### src/rtl/rgmii_pkg.sv
package rgmii_pkg;
  parameter int unsigned NIB_W_DEF = 4;

  typedef enum logic [1:0] {
    SPD_10M  = 2'b00,
    SPD_100M = 2'b01,
    SPD_1G   = 2'b10,
    SPD_1G_X = 2'b11
  } spd_e;

  function automatic logic is_gig(input spd_e s);
    return (s == SPD_1G) || (s == SPD_1G_X);
  endfunction
endpackage

### src/rtl/rgmii_tx_launch.sv
module rgmii_tx_launch #(
  parameter int unsigned NIB_W = 4,
  localparam int unsigned BYTE_W = 2 * NIB_W
) (
  input  logic              clk_i,
  input  logic              rst_ni,
  input  logic              gig_i,
  input  logic [BYTE_W-1:0] txd_i,
  input  logic              tx_en_i,
  input  logic              tx_er_i,
  output logic [NIB_W-1:0]  txd_o,
  output logic              txctl_o
);
  logic [NIB_W-1:0] lo_q, hi_q;
  logic             en_q, x_q;

  always_ff @(posedge clk_i or negedge rst_ni) begin
    if (!rst_ni) begin
      lo_q <= '0;
      hi_q <= '0;
      en_q <= 1'b0;
      x_q  <= 1'b0;
    end else begin
      lo_q <= txd_i[NIB_W-1:0];
      // 10/100: repeat the nibble in the second half
      hi_q <= gig_i ? txd_i[BYTE_W-1:NIB_W] : txd_i[NIB_W-1:0];
      en_q <= tx_en_i;
      x_q  <= tx_en_i ^ tx_er_i;
    end
  end

  // behavioural ODDR: first half while clock high, second half while low
  assign txd_o   = clk_i ? lo_q : hi_q;
  assign txctl_o = clk_i ? en_q : x_q;
endmodule

### src/rtl/rgmii_txc_gate.sv
module rgmii_txc_gate (
  input  logic       clk_i,
  input  logic       rst_ni,
  input  logic [1:0] speed_i,
  input  logic [1:0] link_speed_i,
  output logic       txc_o
);
  logic en_q;

  // updated while clock is low, so the gated clock never glitches
  always_ff @(negedge clk_i or negedge rst_ni) begin
    if (!rst_ni) en_q <= 1'b0;
    else         en_q <= (speed_i == link_speed_i);
  end

  assign txc_o = clk_i & en_q;
endmodule

### src/rtl/rgmii_rx_capture.sv
module rgmii_rx_capture #(
  parameter int unsigned NIB_W = 4,
  localparam int unsigned BYTE_W = 2 * NIB_W
) (
  input  logic              clk_i,
  input  logic              rst_ni,
  input  logic [NIB_W-1:0]  rxd_i,
  input  logic              rxctl_i,
  output logic [BYTE_W-1:0] byte_o,
  output logic              ctl_rise_o,
  output logic              ctl_fall_o
);
  logic [NIB_W-1:0] r_nib_q, f_nib_q;
  logic             r_ctl_q, f_ctl_q;

  always_ff @(posedge clk_i or negedge rst_ni) begin
    if (!rst_ni) begin
      r_nib_q <= '0;
      r_ctl_q <= 1'b0;
    end else begin
      r_nib_q <= rxd_i;
      r_ctl_q <= rxctl_i;
    end
  end

  always_ff @(negedge clk_i or negedge rst_ni) begin
    if (!rst_ni) begin
      f_nib_q <= '0;
      f_ctl_q <= 1'b0;
    end else begin
      f_nib_q <= rxd_i;
      f_ctl_q <= rxctl_i;
    end
  end

  // realign the falling half back into the rising-edge domain
  always_ff @(posedge clk_i or negedge rst_ni) begin
    if (!rst_ni) begin
      byte_o     <= '0;
      ctl_rise_o <= 1'b0;
      ctl_fall_o <= 1'b0;
    end else begin
      byte_o     <= {f_nib_q, r_nib_q};
      ctl_rise_o <= r_ctl_q;
      ctl_fall_o <= f_ctl_q;
    end
  end
endmodule

### src/rtl/rgmii_rx_decode.sv
module rgmii_rx_decode #(
  parameter int unsigned NIB_W = 4,
  localparam int unsigned BYTE_W = 2 * NIB_W
) (
  input  logic              clk_i,
  input  logic              rst_ni,
  input  logic              gig_i,
  input  logic [BYTE_W-1:0] byte_i,
  input  logic              ctl_rise_i,
  input  logic              ctl_fall_i,
  output logic [BYTE_W-1:0] rx_data_o,
  output logic              rx_dv_o,
  output logic              rx_er_o,
  output logic              rx_byte_vld_o
);
  logic             dv, er;
  logic             half_q;
  logic [NIB_W-1:0] lo_q;

  assign dv = ctl_rise_i;
  assign er = ctl_rise_i ^ ctl_fall_i;

  always_ff @(posedge clk_i or negedge rst_ni) begin
    if (!rst_ni) begin
      rx_data_o     <= '0;
      rx_dv_o       <= 1'b0;
      rx_er_o       <= 1'b0;
      rx_byte_vld_o <= 1'b0;
      half_q        <= 1'b0;
      lo_q          <= '0;
    end else begin
      rx_dv_o <= dv;
      rx_er_o <= er;
      if (gig_i) begin
        half_q        <= 1'b0;
        rx_byte_vld_o <= dv;
        rx_data_o     <= (dv | er) ? byte_i : '0;
      end else if (!dv) begin
        half_q        <= 1'b0;
        rx_byte_vld_o <= 1'b0;
        rx_data_o     <= '0;
      end else if (!half_q) begin
        half_q        <= 1'b1;
        lo_q          <= byte_i[NIB_W-1:0];
        rx_byte_vld_o <= 1'b0;
      end else begin
        half_q        <= 1'b0;
        rx_byte_vld_o <= 1'b1;
        rx_data_o     <= {byte_i[NIB_W-1:0], lo_q};
      end
    end
  end
endmodule

### src/rtl/rgmii_ddr_adapter.sv
module rgmii_ddr_adapter
  import rgmii_pkg::*;
#(
  parameter int unsigned NIB_W = NIB_W_DEF,
  localparam int unsigned BYTE_W = 2 * NIB_W
) (
  input  logic              clk_i,
  input  logic              rst_ni,
  input  logic [1:0]        speed_i,
  input  logic [1:0]        link_speed_i,
  input  logic [BYTE_W-1:0] tx_data_i,
  input  logic              tx_en_i,
  input  logic              tx_er_i,
  output logic              rgmii_txc_o,
  output logic [NIB_W-1:0]  rgmii_txd_o,
  output logic              rgmii_txctl_o,
  input  logic [NIB_W-1:0]  rgmii_rxd_i,
  input  logic              rgmii_rxctl_i,
  output logic [BYTE_W-1:0] rx_data_o,
  output logic              rx_dv_o,
  output logic              rx_er_o,
  output logic              rx_byte_vld_o
);
  logic              gig;
  logic [BYTE_W-1:0] cap_byte;
  logic              cap_rise, cap_fall;

  assign gig = is_gig(spd_e'(speed_i));

  rgmii_txc_gate u_txc (
    .clk_i       (clk_i),
    .rst_ni      (rst_ni),
    .speed_i     (speed_i),
    .link_speed_i(link_speed_i),
    .txc_o       (rgmii_txc_o)
  );

  rgmii_tx_launch #(.NIB_W(NIB_W)) u_tx (
    .clk_i  (clk_i),
    .rst_ni (rst_ni),
    .gig_i  (gig),
    .txd_i  (tx_data_i),
    .tx_en_i(tx_en_i),
    .tx_er_i(tx_er_i),
    .txd_o  (rgmii_txd_o),
    .txctl_o(rgmii_txctl_o)
  );

  rgmii_rx_capture #(.NIB_W(NIB_W)) u_rxc (
    .clk_i     (clk_i),
    .rst_ni    (rst_ni),
    .rxd_i     (rgmii_rxd_i),
    .rxctl_i   (rgmii_rxctl_i),
    .byte_o    (cap_byte),
    .ctl_rise_o(cap_rise),
    .ctl_fall_o(cap_fall)
  );

  rgmii_rx_decode #(.NIB_W(NIB_W)) u_rxd (
    .clk_i        (clk_i),
    .rst_ni       (rst_ni),
    .gig_i        (gig),
    .byte_i       (cap_byte),
    .ctl_rise_i   (cap_rise),
    .ctl_fall_i   (cap_fall),
    .rx_data_o    (rx_data_o),
    .rx_dv_o      (rx_dv_o),
    .rx_er_o      (rx_er_o),
    .rx_byte_vld_o(rx_byte_vld_o)
  );
endmodule

### config.mk
export PLATFORM = sky130hd
export DESIGN_NAME = rgmii_ddr_adapter
export DESIGN_NICKNAME = d
export VERILOG_FILES = /design/src/rtl/rgmii_pkg.sv /design/src/rtl/rgmii_tx_launch.sv /design/src/rtl/rgmii_txc_gate.sv /design/src/rtl/rgmii_rx_capture.sv /design/src/rtl/rgmii_rx_decode.sv /design/src/rtl/rgmii_ddr_adapter.sv
export SDC_FILE = /design/constraint.sdc
export NUM_CORES = 1
export LEC_CHECK = 0
export BUFFER_PORTS_ARGS = -buffer_cell sky130_fd_sc_hd__clkbuf_2
export CAP_MARGIN = 10
export CORE_MARGIN = 1.5
export CORE_UTILIZATION = 39
export CTS_CLUSTER_DIAMETER = 50
export DETAILED_ROUTE_END_ITERATION = 12
export PLACE_DENSITY = 0.72
export REMOVE_ABC_BUFFERS = 1
export SLEW_MARGIN = 15
export SYNTH_ARGS = -nofsm -noshare
export SYNTH_HDL_FRONTEND = slang
export SYNTH_SLANG_ARGS = --single-unit
### constraint.sdc
create_clock -name clk_i -period 1.55 [get_ports clk_i]
set_input_delay 0.155 -clock clk_i [delete_from_list [all_inputs] [get_ports clk_i]]
set_output_delay 0.155 -clock clk_i [all_outputs]
set_load 0.02 [all_outputs]
==> results.yml <==
worst_setup_path:
  crit_path_end: "rgmii_txc_o"
  critPathMaxStageDelay_ns: 0.39
  cp.required_ns: 1.39
  kind_of_critical_path: "flop to primary output"
  crit_chain: "and2_4, buf_8"
  cp-startpoint: "u_txc.en_q"
  number_of_buffers_and_inverters_on_the_critical_path: 1
  startpoint_type: "flop"
  critPathMaxFanout: 1
  worst_r2r_startpoint: "u_rxc.ctl_rise_o"
  rrSetupSlack_ns: 0.29
  worst_setup_path_end_kind: "primary output"
  regToRegEndpoint: "u_rxd.rx_data_o[6]"
  critical-path-top-delay-family: "flip-flops"
  ff2ff_path_depth: 6
  critPathSlowestCell: "dfrtn_1"
  cp.depth: 2
  crit_arrival_ns: 1.81
min_path:
  holdCritStartpoint: "speed_i[1]"
  worst_min_delay_path_class: "input port to flop"
layout:
  layout_commonest_cell: "dfrtp_1"
  layout.core_utilization_pct: 56.2
  share_of_layout_cells_above_drive_strength_1_pct: 41.9
  insertedDiodeCount: 0
  final_cell_mix: "41 x dfrtp_1, 31 x clkbuf_2, 16 x dlygate4sd3_1"
  syn_to_final_growth_pct: 39.7
  final_nets: 192
  fill_cells: 323
floorplanning:
  initial_core_util_pct: 40.2
  std_cell_rows: 23
  design.core.area_um2: 3970
  fp.dieW_um: 67.0
  fp.dieArea_um2: 4490
  design.portCount: 38
  fp.dieH_um: 67.0
route:
  drtAntennaViolNets: 0
  num_vias: 1026
  routed_via_density: 4.62
  drt_iter0_markers: 5
  routedWlPerCell_um: 13.1
  drt_first_pass_iters: 4
  drt_wl_total_mm: 2.90
  drc: 0
power:
  leakage_nw: 1.09
  fin_total_pwr_w: 0.00321
  peak_supply_drop_v: 0.000999
  cellPowerDensity_nw_per_um2: 1440
yosys:
  netlist_area_um2: 1600
  synth.distinct_cells: 17
  synthesis.area_per_instance_um2: 15.7
  synth_sequential_area_ratio_pct: 73.7
  synth-warning-count: 0
  synth-seq-cells: 47
  post_synth_inst_count: 102
timing:
  setup_slack_ns: -0.418
  worstMarginPinSlew_ns: 0.420
  clock-skew-final_ns: 0.0179
  finalMaxSlewViolations: 0
  setup_viol: 7
  final_hold_viol_count: 0
  maxSlewHeadroom_pct: 72.0
  whs_ns: 0.179
  rsz0062_at_grt: "yes"
global_route:
  number_of_antenna_violations_at_the_first_check_in_global_routing: 0
  grt_max_degree: 19
  global_route_total_overflow: 0
  first_global_vias: 1155
  global_route.usage.total_pct: 15.6
  grt_pass1_wl_mm: 4.64
run:
  cap_viol_max_count: 0
cts:
  cts_tree: "built"
  worst_setup_hold_path_clk_slew_ns: 0.09
  clock_latency_ns: 0.41
run_status:
  failed_checks: "setup timing"
  run_status: "complete, but fails checks"
placed_design:
  dp_slack_ns: -0.00649
  gp_congestion: 0.715
  place_hpwl_mm: 1.85
  io_buffers: 37
worst register-to-register path, delay by kind of cell (launching register included):
kind / cells / cell delay, ns
DFF: 1 / 0.37
buffers and inverters: 2 / 0.23
adders and majority gates: 1 / 0.21
AOI/OAI and AO/OA: 1 / 0.19
and+or+nand+nor: 2 / 0.17
synth_stat cells:
library cell | number | area, µm²
mux2_2 | 12 | 135
inv_1 | 4 | 15.0
mux2_4 | 1 | 15.0
a2bb2oi_1 | 8 | 70.1
nor2b_4 | 1 | 13.8
and2_1 | 1 | 6.26
nand2_4 | 1 | 11.3
dfrtp_1 | 41 | 1030
ha_1 | 1 | 12.5
o21ai_0 | 8 | 40.0
buf_6 | 2 | 22.5
buf_2 | 1 | 5.00
nor2_1 | 3 | 11.3
xor2_1 | 3 | 26.3
nand2_1 | 8 | 30.0
nor2b_1 | 1 | 6.26
dfrtn_1 | 6 | 150
stage by stage:
stage	setup TNS [ns]	area (µm²)	cells
floorplan	0	1570	99
global placement	0	1860	192
detailed placement	-0.00649	1860	192
CTS	-0.762	2190	221
global route	-0.753	2230	222
finish	-0.623	2230	222
cells by family after synthesis:
family	count (synthesis)	share of synthesized area [%]
DFF	47	73.7
AOI/OAI and AO/OA	16	6.90
and+or+nand+nor	15	4.94
muxes	13	9.40
buffers and inverters	7	2.66
xor gates and xnor gates	3	1.65
adders and majority gates	1	0.784
power by group:
| group | internal [W] | total [W] | switching (W) |
|---|---|---|---|
| Combinational | 0.000130 | 0.000258 | 0.000128 |
| Sequential | 0.00132 | 0.00136 | 0.0000394 |
| Clock | 0.000876 | 0.00160 | 0.000720 |
| Total | 0.00232 | 0.00321 | 0.000887 |
flip-flops by register name, indices dropped and copies added, names as in the netlist, 4 cells and up:
name	cells
u_rxc.byte_o	8
u_rxd.rx_data_o	8
u_rxc.f_nib_q	4
u_rxc.r_nib_q	4
u_rxd.lo_q	4
u_tx.hi_q	4
u_tx.lo_q	4
worst min path at each step:
stage	endpoint	slack [ns]	depth (start not counted)
detailed placement	u_rxc.r_nib_q[2]	0.11	1
finish	u_rxd.rx_byte_vld_o	0.18	4
floorplan	u_rxc.byte_o[0]	-0.14	0
CTS	u_rxd.rx_byte_vld_o	0.18	4
global placement	u_rxc.r_nib_q[1]	0.11	1
global route	u_rxd.rx_byte_vld_o	0.20	4
layer usage:
layer  routed length (µm)  track usage [%]  share of wire (%)  up-vias
met1                 1120             14.0                 39      498
met5                    0                0                  0        -
met2                 1420             23.0                 49       38
met3                  234             8.28                8.1       13
met4                  124             17.9                4.3        0
li1                     -                -                  -      477
layout make-up:
class | count | area, µm² | share of cell area (%)
sequential | 47 | 1180 | 52.7
multi-input combinational | 48 | 384 | 17.2
timing repair buffer | 53 | 360 | 16.2
clock buffer | 17 | 208 | 9.31
tap | 50 | 62.6 | 2.80
clock inverter | 3 | 25.0 | 1.12
inverter | 4 | 15.0 | 0.673
timing repair:
item / in CTS / in global routing
gates resized for setup: 3 / 18
endpoints found under the setup margin: 7 / 7
buffers inserted: 0 / 1
hold endpoints to repair: 23 / 0
pin swaps: 1 / 0
hold buffers: 16 / 0
Power figures use the tool's default switching activity.
